===== src/rtl/tx_ser_pkg.sv =====
package tx_ser_pkg;
  localparam int BYTE_W_D    = 8;
  localparam int EXT_W_D     = 2;
  localparam int MAX_WORDS_D = 2;

  typedef struct packed {
    logic wide;
    logic two;
  } ser_cfg_t;
endpackage


===== src/rtl/tx_ser_cnt.sv =====
module tx_ser_cnt #(
  parameter int BYTE_W    = 8,
  parameter int WORD_W    = 10,
  parameter int MAX_WORDS = 2,
  parameter int CNT_W     = $clog2(WORD_W),
  parameter int IDX_W     = (MAX_WORDS > 1) ? $clog2(MAX_WORDS) : 1
) (
  input  logic             clk_i,
  input  logic             rst_ni,
  input  logic             restart_i,
  input  logic             wide_i,
  input  logic             two_i,
  output logic [CNT_W-1:0] bit_idx_o,
  output logic [IDX_W-1:0] word_idx_o,
  output logic             word_last_o,
  output logic             frame_last_o
);
  logic [CNT_W-1:0] bit_q;
  logic [IDX_W-1:0] word_q;
  logic [CNT_W-1:0] bit_end;
  logic [IDX_W-1:0] word_end;

  assign bit_end  = wide_i ? CNT_W'(WORD_W - 1) : CNT_W'(BYTE_W - 1);
  assign word_end = two_i ? IDX_W'(MAX_WORDS - 1) : '0;

  assign word_last_o  = (bit_q == bit_end);
  assign frame_last_o = word_last_o && (word_q == word_end);

  always_ff @(posedge clk_i or negedge rst_ni) begin
    if (!rst_ni) begin
      bit_q  <= '0;
      word_q <= '0;
    end else if (restart_i) begin
      bit_q  <= '0;
      word_q <= '0;
    end else if (word_last_o) begin
      bit_q  <= '0;
      word_q <= frame_last_o ? '0 : word_q + 1'b1;
    end else begin
      bit_q <= bit_q + 1'b1;
    end
  end

  assign bit_idx_o  = bit_q;
  assign word_idx_o = word_q;
endmodule


===== src/rtl/tx_ser_pack.sv =====
module tx_ser_pack #(
  parameter int BYTE_W    = 8,
  parameter int EXT_W     = 2,
  parameter int MAX_WORDS = 2,
  localparam int WORD_W   = BYTE_W + EXT_W
) (
  input  logic                          wide_i,
  input  logic [MAX_WORDS*BYTE_W-1:0]   data_i,
  input  logic [MAX_WORDS-1:0]          side_val_i,
  input  logic [MAX_WORDS-1:0]          side_mode_i,
  output logic [MAX_WORDS*WORD_W-1:0]   frame_o
);
  for (genvar w = 0; w < MAX_WORDS; w++) begin : g_slot
    logic [EXT_W-1:0] ext;
    // value bit precedes mode bit on the line
    assign ext = wide_i ? EXT_W'({side_mode_i[w], side_val_i[w]}) : '0;
    assign frame_o[w*WORD_W +: WORD_W] = {ext, data_i[w*BYTE_W +: BYTE_W]};
  end
endmodule


===== src/rtl/tx_ser_mux.sv =====
module tx_ser_mux #(
  parameter int WORD_W    = 10,
  parameter int MAX_WORDS = 2,
  parameter int CNT_W     = 4,
  parameter int IDX_W     = 1,
  localparam int FRAME_W  = WORD_W * MAX_WORDS,
  localparam int SEL_W    = $clog2(FRAME_W) + 1
) (
  input  logic [FRAME_W-1:0] frame_i,
  input  logic [CNT_W-1:0]   bit_idx_i,
  input  logic [IDX_W-1:0]   word_idx_i,
  output logic               bit_o
);
  logic [SEL_W-1:0] sel;

  assign sel = SEL_W'(word_idx_i) * SEL_W'(WORD_W) + SEL_W'(bit_idx_i);

  always_comb begin
    bit_o = 1'b0;
    for (int i = 0; i < FRAME_W; i++) begin
      if (sel == SEL_W'(i)) bit_o = frame_i[i];
    end
  end
endmodule


===== src/rtl/tx_width_ser.sv =====
module tx_width_ser
  import tx_ser_pkg::*;
#(
  parameter int BYTE_W    = BYTE_W_D,
  parameter int EXT_W     = EXT_W_D,
  parameter int MAX_WORDS = MAX_WORDS_D,
  localparam int WORD_W   = BYTE_W + EXT_W,
  localparam int FRAME_W  = WORD_W * MAX_WORDS,
  localparam int CNT_W    = $clog2(WORD_W),
  localparam int IDX_W    = (MAX_WORDS > 1) ? $clog2(MAX_WORDS) : 1
) (
  input  logic                        clk_i,
  input  logic                        rst_ni,
  input  logic                        wide_i,
  input  logic                        two_i,
  input  logic [MAX_WORDS*BYTE_W-1:0] data_i,
  input  logic [MAX_WORDS-1:0]        side_val_i,
  input  logic [MAX_WORDS-1:0]        side_mode_i,
  output logic                        ser_o,
  output logic                        word_stb_o,
  output logic                        fab_stb_o
);
  ser_cfg_t         cfg, cfg_q;
  logic             started_q;
  logic             restart;
  logic [CNT_W-1:0] bit_idx;
  logic [IDX_W-1:0] word_idx;
  logic             word_last, frame_last;
  logic [FRAME_W-1:0] packed_frame, frame_q;

  assign cfg     = '{wide: wide_i, two: two_i};
  assign restart = !started_q || (cfg != cfg_q);

  always_ff @(posedge clk_i or negedge rst_ni) begin
    if (!rst_ni) begin
      started_q <= 1'b0;
      cfg_q     <= '0;
    end else begin
      started_q <= 1'b1;
      cfg_q     <= cfg;
    end
  end

  tx_ser_cnt #(
    .BYTE_W   (BYTE_W),
    .WORD_W   (WORD_W),
    .MAX_WORDS(MAX_WORDS),
    .CNT_W    (CNT_W),
    .IDX_W    (IDX_W)
  ) u_cnt (
    .clk_i       (clk_i),
    .rst_ni      (rst_ni),
    .restart_i   (restart),
    .wide_i      (wide_i),
    .two_i       (two_i),
    .bit_idx_o   (bit_idx),
    .word_idx_o  (word_idx),
    .word_last_o (word_last),
    .frame_last_o(frame_last)
  );

  tx_ser_pack #(
    .BYTE_W   (BYTE_W),
    .EXT_W    (EXT_W),
    .MAX_WORDS(MAX_WORDS)
  ) u_pack (
    .wide_i     (wide_i),
    .data_i     (data_i),
    .side_val_i (side_val_i),
    .side_mode_i(side_mode_i),
    .frame_o    (packed_frame)
  );

  assign word_stb_o = word_last && !restart;
  assign fab_stb_o  = frame_last && !restart;

  // restart wins over a coinciding load: first frame after restart is zero
  always_ff @(posedge clk_i or negedge rst_ni) begin
    if (!rst_ni)        frame_q <= '0;
    else if (restart)   frame_q <= '0;
    else if (fab_stb_o) frame_q <= packed_frame;
  end

  tx_ser_mux #(
    .WORD_W   (WORD_W),
    .MAX_WORDS(MAX_WORDS),
    .CNT_W    (CNT_W),
    .IDX_W    (IDX_W)
  ) u_mux (
    .frame_i   (frame_q),
    .bit_idx_i (bit_idx),
    .word_idx_i(word_idx),
    .bit_o     (ser_o)
  );
endmodule


===== config.mk =====
export PLATFORM = sky130hd
export DESIGN_NAME = tx_width_ser
export DESIGN_NICKNAME = d
export VERILOG_FILES = /design/src/rtl/tx_ser_pkg.sv /design/src/rtl/tx_ser_cnt.sv /design/src/rtl/tx_ser_pack.sv /design/src/rtl/tx_ser_mux.sv /design/src/rtl/tx_width_ser.sv
export SDC_FILE = /design/constraint.sdc
export NUM_CORES = 1
export LEC_CHECK = 0
export ABC_CLOCK_PERIOD_IN_PS = 2430
export CAP_MARGIN = 20
export CORE_AREA = 2 2 61 63
export DETAILED_ROUTE_END_ITERATION = 8
export DIE_AREA = 0 0 63 65
export PLACE_DENSITY = 0.73
export RECOVER_POWER = 50
export SLEW_MARGIN = 0
export SYNTH_ARGS = -nofsm -noshare
export SYNTH_HDL_FRONTEND = slang
export SYNTH_SLANG_ARGS = --single-unit

===== constraint.sdc =====
create_clock -name clk_i -period 2.43 [get_ports clk_i]
set_clock_uncertainty 0.2 [all_clocks]
set_input_delay 0.486 -clock clk_i [delete_from_list [all_inputs] [get_ports clk_i]]
set_output_delay 0.486 -clock clk_i [all_outputs]
set_load 0.05 [all_outputs]

# --- After elaboration in Yosys (flattened, before gate mapping) ---
# Cells that the tools add are included.
totals:
  regBits: 28
  in_bits: 24
  out_inout_bits: 3
  wordCells: 72
op_classes:
  n_addsub: 3
  n_mul: 1
  eq_ne: 22
  muxes: 31
  reduce_logical: 9
ops:
  columns: ["op", "n"]
  rows:
  - ["equality test 6 x 4 -> 1 bit, second input constant", 8]
  - ["two-way mux 20 bit", 2]
  - ["equality test 6 x 3 -> 1 bit, second input constant", 4]
  - ["equality test 6 x 5 -> 1 bit, second input constant", 4]
  - ["two-way mux 1 bit", 24]
  - ["equality test 6 x 2 -> 1 bit, second input constant", 2]
  - ["two-way mux 4 bit", 3]
  - ["adder 5 x 4 -> 6 bit", 1]
  - ["equality test 6 x 1 -> 1 bit, second input constant", 1]
  - ["logical NOT 6 bit", 1]
  - ["adder 4 x 1 -> 4 bit, second input constant", 1]
  - ["equality test 4 bit", 1]
  - ["multiplier 1 x 3 -> 4 bit, second input constant", 1]
  - ["two-way mux 2 bit", 2]
  - ["nonzero test 2 bit", 2]
  - ["logical AND 1 bit", 3]
  - ["logical NOT 1 bit", 2]
  - ["!= test 2 bit", 1]
  - ["adder 1 bit, second input constant", 1]
  - ["equality test 1 bit", 1]
  - ["logical OR 1 bit", 1]

# --- Depth between registers and ports, before layout ---
depth:
  depth_word: 23
  ltp_mapped: 8
  ltp_nobuf: 7

# --- Hierarchy ---
# From an unflattened synthesis, not the netlist that was laid out.
hier_totals:
  hier_cells: 178
  area_unflattened_um2: 2019.4
by_module_without_submodules:
  columns: ["module", "n_inst", "cells_per_inst", "area_each_um2", "seq_area_each_um2"]
  rows:
  - ["tx_width_ser", 1, 80, 1223.7, 575.6]
  - ["tx_ser_mux", 1, 53, 371.6, 0.0]
  - ["tx_ser_cnt", 1, 25, 279.0, 125.1]
  - ["tx_ser_pack", 1, 20, 145.1, 0.0]

# --- Worst setup path before layout ---
# OpenSTA, ideal clock, no wires.
synth_path:
  path_type: "flip-flop to output port"
  startpoint: "reg u_cnt.bit_q[1], in the netlist u_cnt.bit_idx_o[1]"
  endpoint: "out ser_o"
  t_arrival_ns: 2.902
  t_required_ns: 1.744
  path_slack_ns: -1.158
  path_stages_with_launch: 8
  path_buffers: 1
  cell_sequence: "dfrtp_1 -> ha_1 -> ha_1 -> clkbuf_1 -> a21o_1 -> a221oi_1 -> a22oi_1 -> o32ai_1"
synth_between:
  elab_chain_cells: 22
  elab_cells_between_ends: 41
  classes_between: "add/sub (1); eq/ne (19); mux (20); reduce/logical (1)"
synth_rtl:
  columns: ["item", "line_no", "text"]
  rows:
  - ["start: declaration", "tx_ser_cnt.sv:18", "logic [CNT_W-1:0] bit_q;"]
  - ["start signal: assignment", "tx_ser_cnt.sv:40", "bit_q <= bit_q + 1'b1;"]
  - ["adder 5 x 4 -> 6 bit *", "tx_ser_mux.sv:16", "assign sel = SEL_W'(word_idx_i) * SEL_W'(WORD_W) + SEL_W'(bit_idx_i);"]
  - ["logical NOT 6 bit", "tx_ser_mux.sv:21", "if (sel == SEL_W'(i)) bit_o = frame_i[i];"]
  - ["two-way mux 1 bit (19 in series)", "tx_ser_mux.sv:21", null]
  - ["two-way mux 1 bit *", "tx_ser_mux.sv:21", null]
  - ["end: declaration", "tx_width_ser.sv:19", "output logic ser_o,"]
# Mark *: on every way between the ends. The rest lies on a longest branch, timed or not.

# --- Final worst setup path ---
layout_path:
  startpoint: "reg u_cnt.word_q, in the netlist u_cnt.word_idx_o"
  endpoint: "out ser_o"
layout_between:
  elab_chain_cells: 23
  elab_cells_between_ends: 42
  classes_between: "add/sub (1); mul (1); eq/ne (19); mux (20); reduce/logical (1)"
layout_rtl:
  columns: ["item", "line_no", "text"]
  rows:
  - ["start: declaration", "tx_ser_cnt.sv:19", "logic [IDX_W-1:0] word_q;"]
  - ["start signal: assignment", "tx_ser_cnt.sv:38", "word_q <= frame_last_o ? '0 : word_q + 1'b1;"]
  - ["multiplier 1 x 3 -> 4 bit *", "tx_ser_mux.sv:16", null]
  - ["adder 5 x 4 -> 6 bit *", "tx_ser_mux.sv:16", null]
  - ["logical NOT 6 bit", "tx_ser_mux.sv:21", null]
  - ["two-way mux 1 bit (19 in series)", "tx_ser_mux.sv:21", null]
  - ["two-way mux 1 bit *", "tx_ser_mux.sv:21", null]
# Marks and branches as above.

==> impl_results.md <==
- Chip Height: ~65 µm
- Unrepaired setup endpoints after global routing: true
- Worst slew pin tran: roughly 1.5 ns
- Clock Tree Buf Depth: 2
- CP max FO: 4
- Fraction of layout cells with a size suffix above 1: 0.236
- Seq. cell area: 702 µm²
- Tmin final: slightly above 3 ns
- Critical path cell sequence: buf_4, ha_4, buf_4, nand2b_1, a21oi_1, a22oi_2, o32ai_4, buf_12
- Reg clk slew, reported paths: about 0.15 ns
- Power density cells: about 360 nW/µm²
- Placed instance area: between 2000 and 2500 µm²
- EDFF count, synth: 0
- FF-to-FF path depth: 9
- Area of the multi-input gates: around 900 µm²
- Commonest non-fill, non-tap cell in the layout: nand2_1
- Area of the die: 4100 µm²
- Synth top area cells: dfrtp_1 45%, nand2_1 11%, a21oi_1 8.3%
- Worst Setup End Kind: output port
- Antenna viol nets, final: 0
- Ports: 27
- WL/cell: ~13 µm
- Critical path class: reg -> out
- Hold depth: 2
- Failing checks: setup timing
- CTS root buffer: clkbuf_4
- Most frequent cells in the layout: 45 x nand2_1, 27 x dfrtp_1, 26 x a21oi_1, 23 x buf_4, 21 x clkdlybuf4s50_1
- Fin worst setup slack: -0.611 ns
- Synth cell types: 39
- Most frequent CP cell: buf_4
- Clock latency on the worst-skew pair: between 0.3 and 0.4 ns
- Via Count: 1391
- Worst path max stage delay: 0.46 ns
- Row Count: 22
- CTS Buf Count: 3
- Final core occ: 0.636
- Critical R2R Launch: u_cnt.bit_idx_o[3]
- Syn_nets: between 200 and 250
- Gpl congestion: 0.821
- Initial antenna violation count: 0
- Max VDD drop: 0.298 mV
- Grt ovf: 0
- Hold worst-path end: frame_q[14]
- Vias per cell: 5.10
- Max-Cap Viols: 0
- Core footprint: 3500 µm²
- Synth Register Bits: 28
- Slew Limit Fails: 0
- Global-route wire length before repair: 6.24 mm
- Run status: finished, violations left
- Area leader, netlist: dfrtp_1
- Yosys warning count: 0
- Mean Syn Cell Area: between 8 and 9 µm²
- Flop2flop setup slack: 0.33 ns
- CTS tree: yes
- Critical Path AT: 2.35 ns
- Ys async rst share: 1.00
- Drt pass-1 iters: 4
- Finished Cell Area: ~2200 µm²
- Layout Area Growth over Synthesis: 42.5%
- Remaining DRCs: 0
- Final period util: 1.25
- Most used DFF post-synth: dfrtp_1
- Synth top area share: 0.449
- Hold WC Path Type: reg -> reg
- Layout Nets: between 200 and 300
- Port-buffer cells: 26
- Max_slew headroom: 0.0129
- Ant diodes: 0
- Final hold violation count: 0
- Chip width: 63 µm
- CTS H-tree depth: 1
- Endpoints failing setup: 1
- Synthesized cell area: 1560 µm²
- Overall power: 0.000795 W
- Sequential share of the synthesized area: 0.449
- # fillers: 299
- CP Launch Type: register
- Sink Count: 28
- Drt total wl: between 3 and 4 mm
- Data required, critical path: 1.74 ns
- CP max-delay cell: dfrtp_2
- Peak Freq: 329 MHz
- Reg-to-reg endpoint: frame_q[9]
- Tot GR Track Use: 0.191
- Cells after Synth: 177
- Pleak: 0.914 nW
- Post-DP HPWL: around 2.8 mm
- Initial DRC count: 52
- Largest net degree at the start of global routing: 29
- Initial core utilization: 0.446
- Hold Path Origin: frame_q[14]
- Vias in the first global route: 1399
==> routing by layer <==
layer	vias up	wire length (µm)	GRT usage	share of wire
li1	707	-	-	-
met1	658	1650	0.237	0.45
met2	24	1910	0.363	0.52
met3	2	72	0.0104	0.020
met4	0	25	0.0417	0.0068
met5	-	0	0	0
==> cells in the mapped netlist (all sizes together) (2+ instances only) <==
master	count
nor2	9
xnor2	5
nand2	45
a21oi	26
mux2	2
nor3	2
mux2i	3
o21ai	4
nor2b	2
ha	4
and4bb	2
buf	8
nand3	7
nand2b	4
clkbuf	3
nor3b	3
a21o	2
inv	2
dfrtp	28
==> flip-flops by register name (all words and copies together) (netlist names) <==
| name | count |
|---|---|
| cfg_q | 2 |
| started_q | 1 |
| frame_q | 20 |
| u_cnt.bit_idx_o | 4 |
| u_cnt.word_idx_o | 1 |
==> how the worst max path moves through the flow <==
stage,from,end,slack [ns],cells after the start
3_3_place_gp,u_cnt.word_idx_o,ser_o,-0.22,8
2_1_floorplan,u_cnt.word_idx_o,ser_o,-0.24,6
3_5_place_dp,u_cnt.word_idx_o,ser_o,-0.30,8
6_report,u_cnt.word_idx_o,ser_o,-0.61,8
5_1_grt,u_cnt.word_idx_o,ser_o,-0.72,8
4_1_cts,u_cnt.word_idx_o,ser_o,-0.60,8
==> final cells by class <==
type | instances | share of cell area
Clock buffer | 4 | 0.0163
Inverter | 2 | 0.00338
Multi-Input combinational cell | 136 | 0.402
Sequential cell | 28 | 0.316
Tap cell | 48 | 0.0270
Timing Repair Buffer | 55 | 0.235
==> repair_timing <==
| action | CTS | global route |
|---|---|---|
| setup buffers | 1 | 2 |
| endpoints found under the setup margin | 3 | 3 |
| gates resized for setup | 11 | 5 |
| pin swaps | 4 | 4 |
| hold buffers | 0 | 0 |
==> critical path, delay by kind of cell, from the launching register on <==
family	cells	cell delay (ns)
compound gates	3	0.76
fa+ha+maj	1	0.23
buf+inv	3	0.46
flops	1	0.46
simple gates	1	0.13
==> where the power goes <==
part | switching [W] | leakage [nW] | internal, W
clock network | 0.000137 | 0.0210 | 0.0000918
registers | 0.00000519 | 0.382 | 0.000470
logic | 0.0000396 | 0.510 | 0.0000513
==> cell families after synthesis <==
logic type	synth area share
AOI/OAI and AO/OA	0.160
and+or+nand+nor	0.238
xor gates and xnor gates	0.0337
adders and majority gates	0.0321
buffers and inverters	0.0514
other	0.00241
DFF	0.449
muxes	0.0337
==> per-stage QoR <==
step | hold slack (ns) | std cells | setup TNS, ns | worst slack, ns
after detailed placement | 0.318 | 267 | -0.563 | -0.305
after global placement | 0.312 | 267 | -0.415 | -0.224
after floorplan | -0.00959 | 177 | -0.243 | -0.243
final | 0.334 | 273 | -0.611 | -0.611
after CTS | 0.324 | 272 | -0.596 | -0.596
after global routing | 0.363 | 273 | -0.869 | -0.718
No activity file was read; power rests on OpenSTA's default activity.
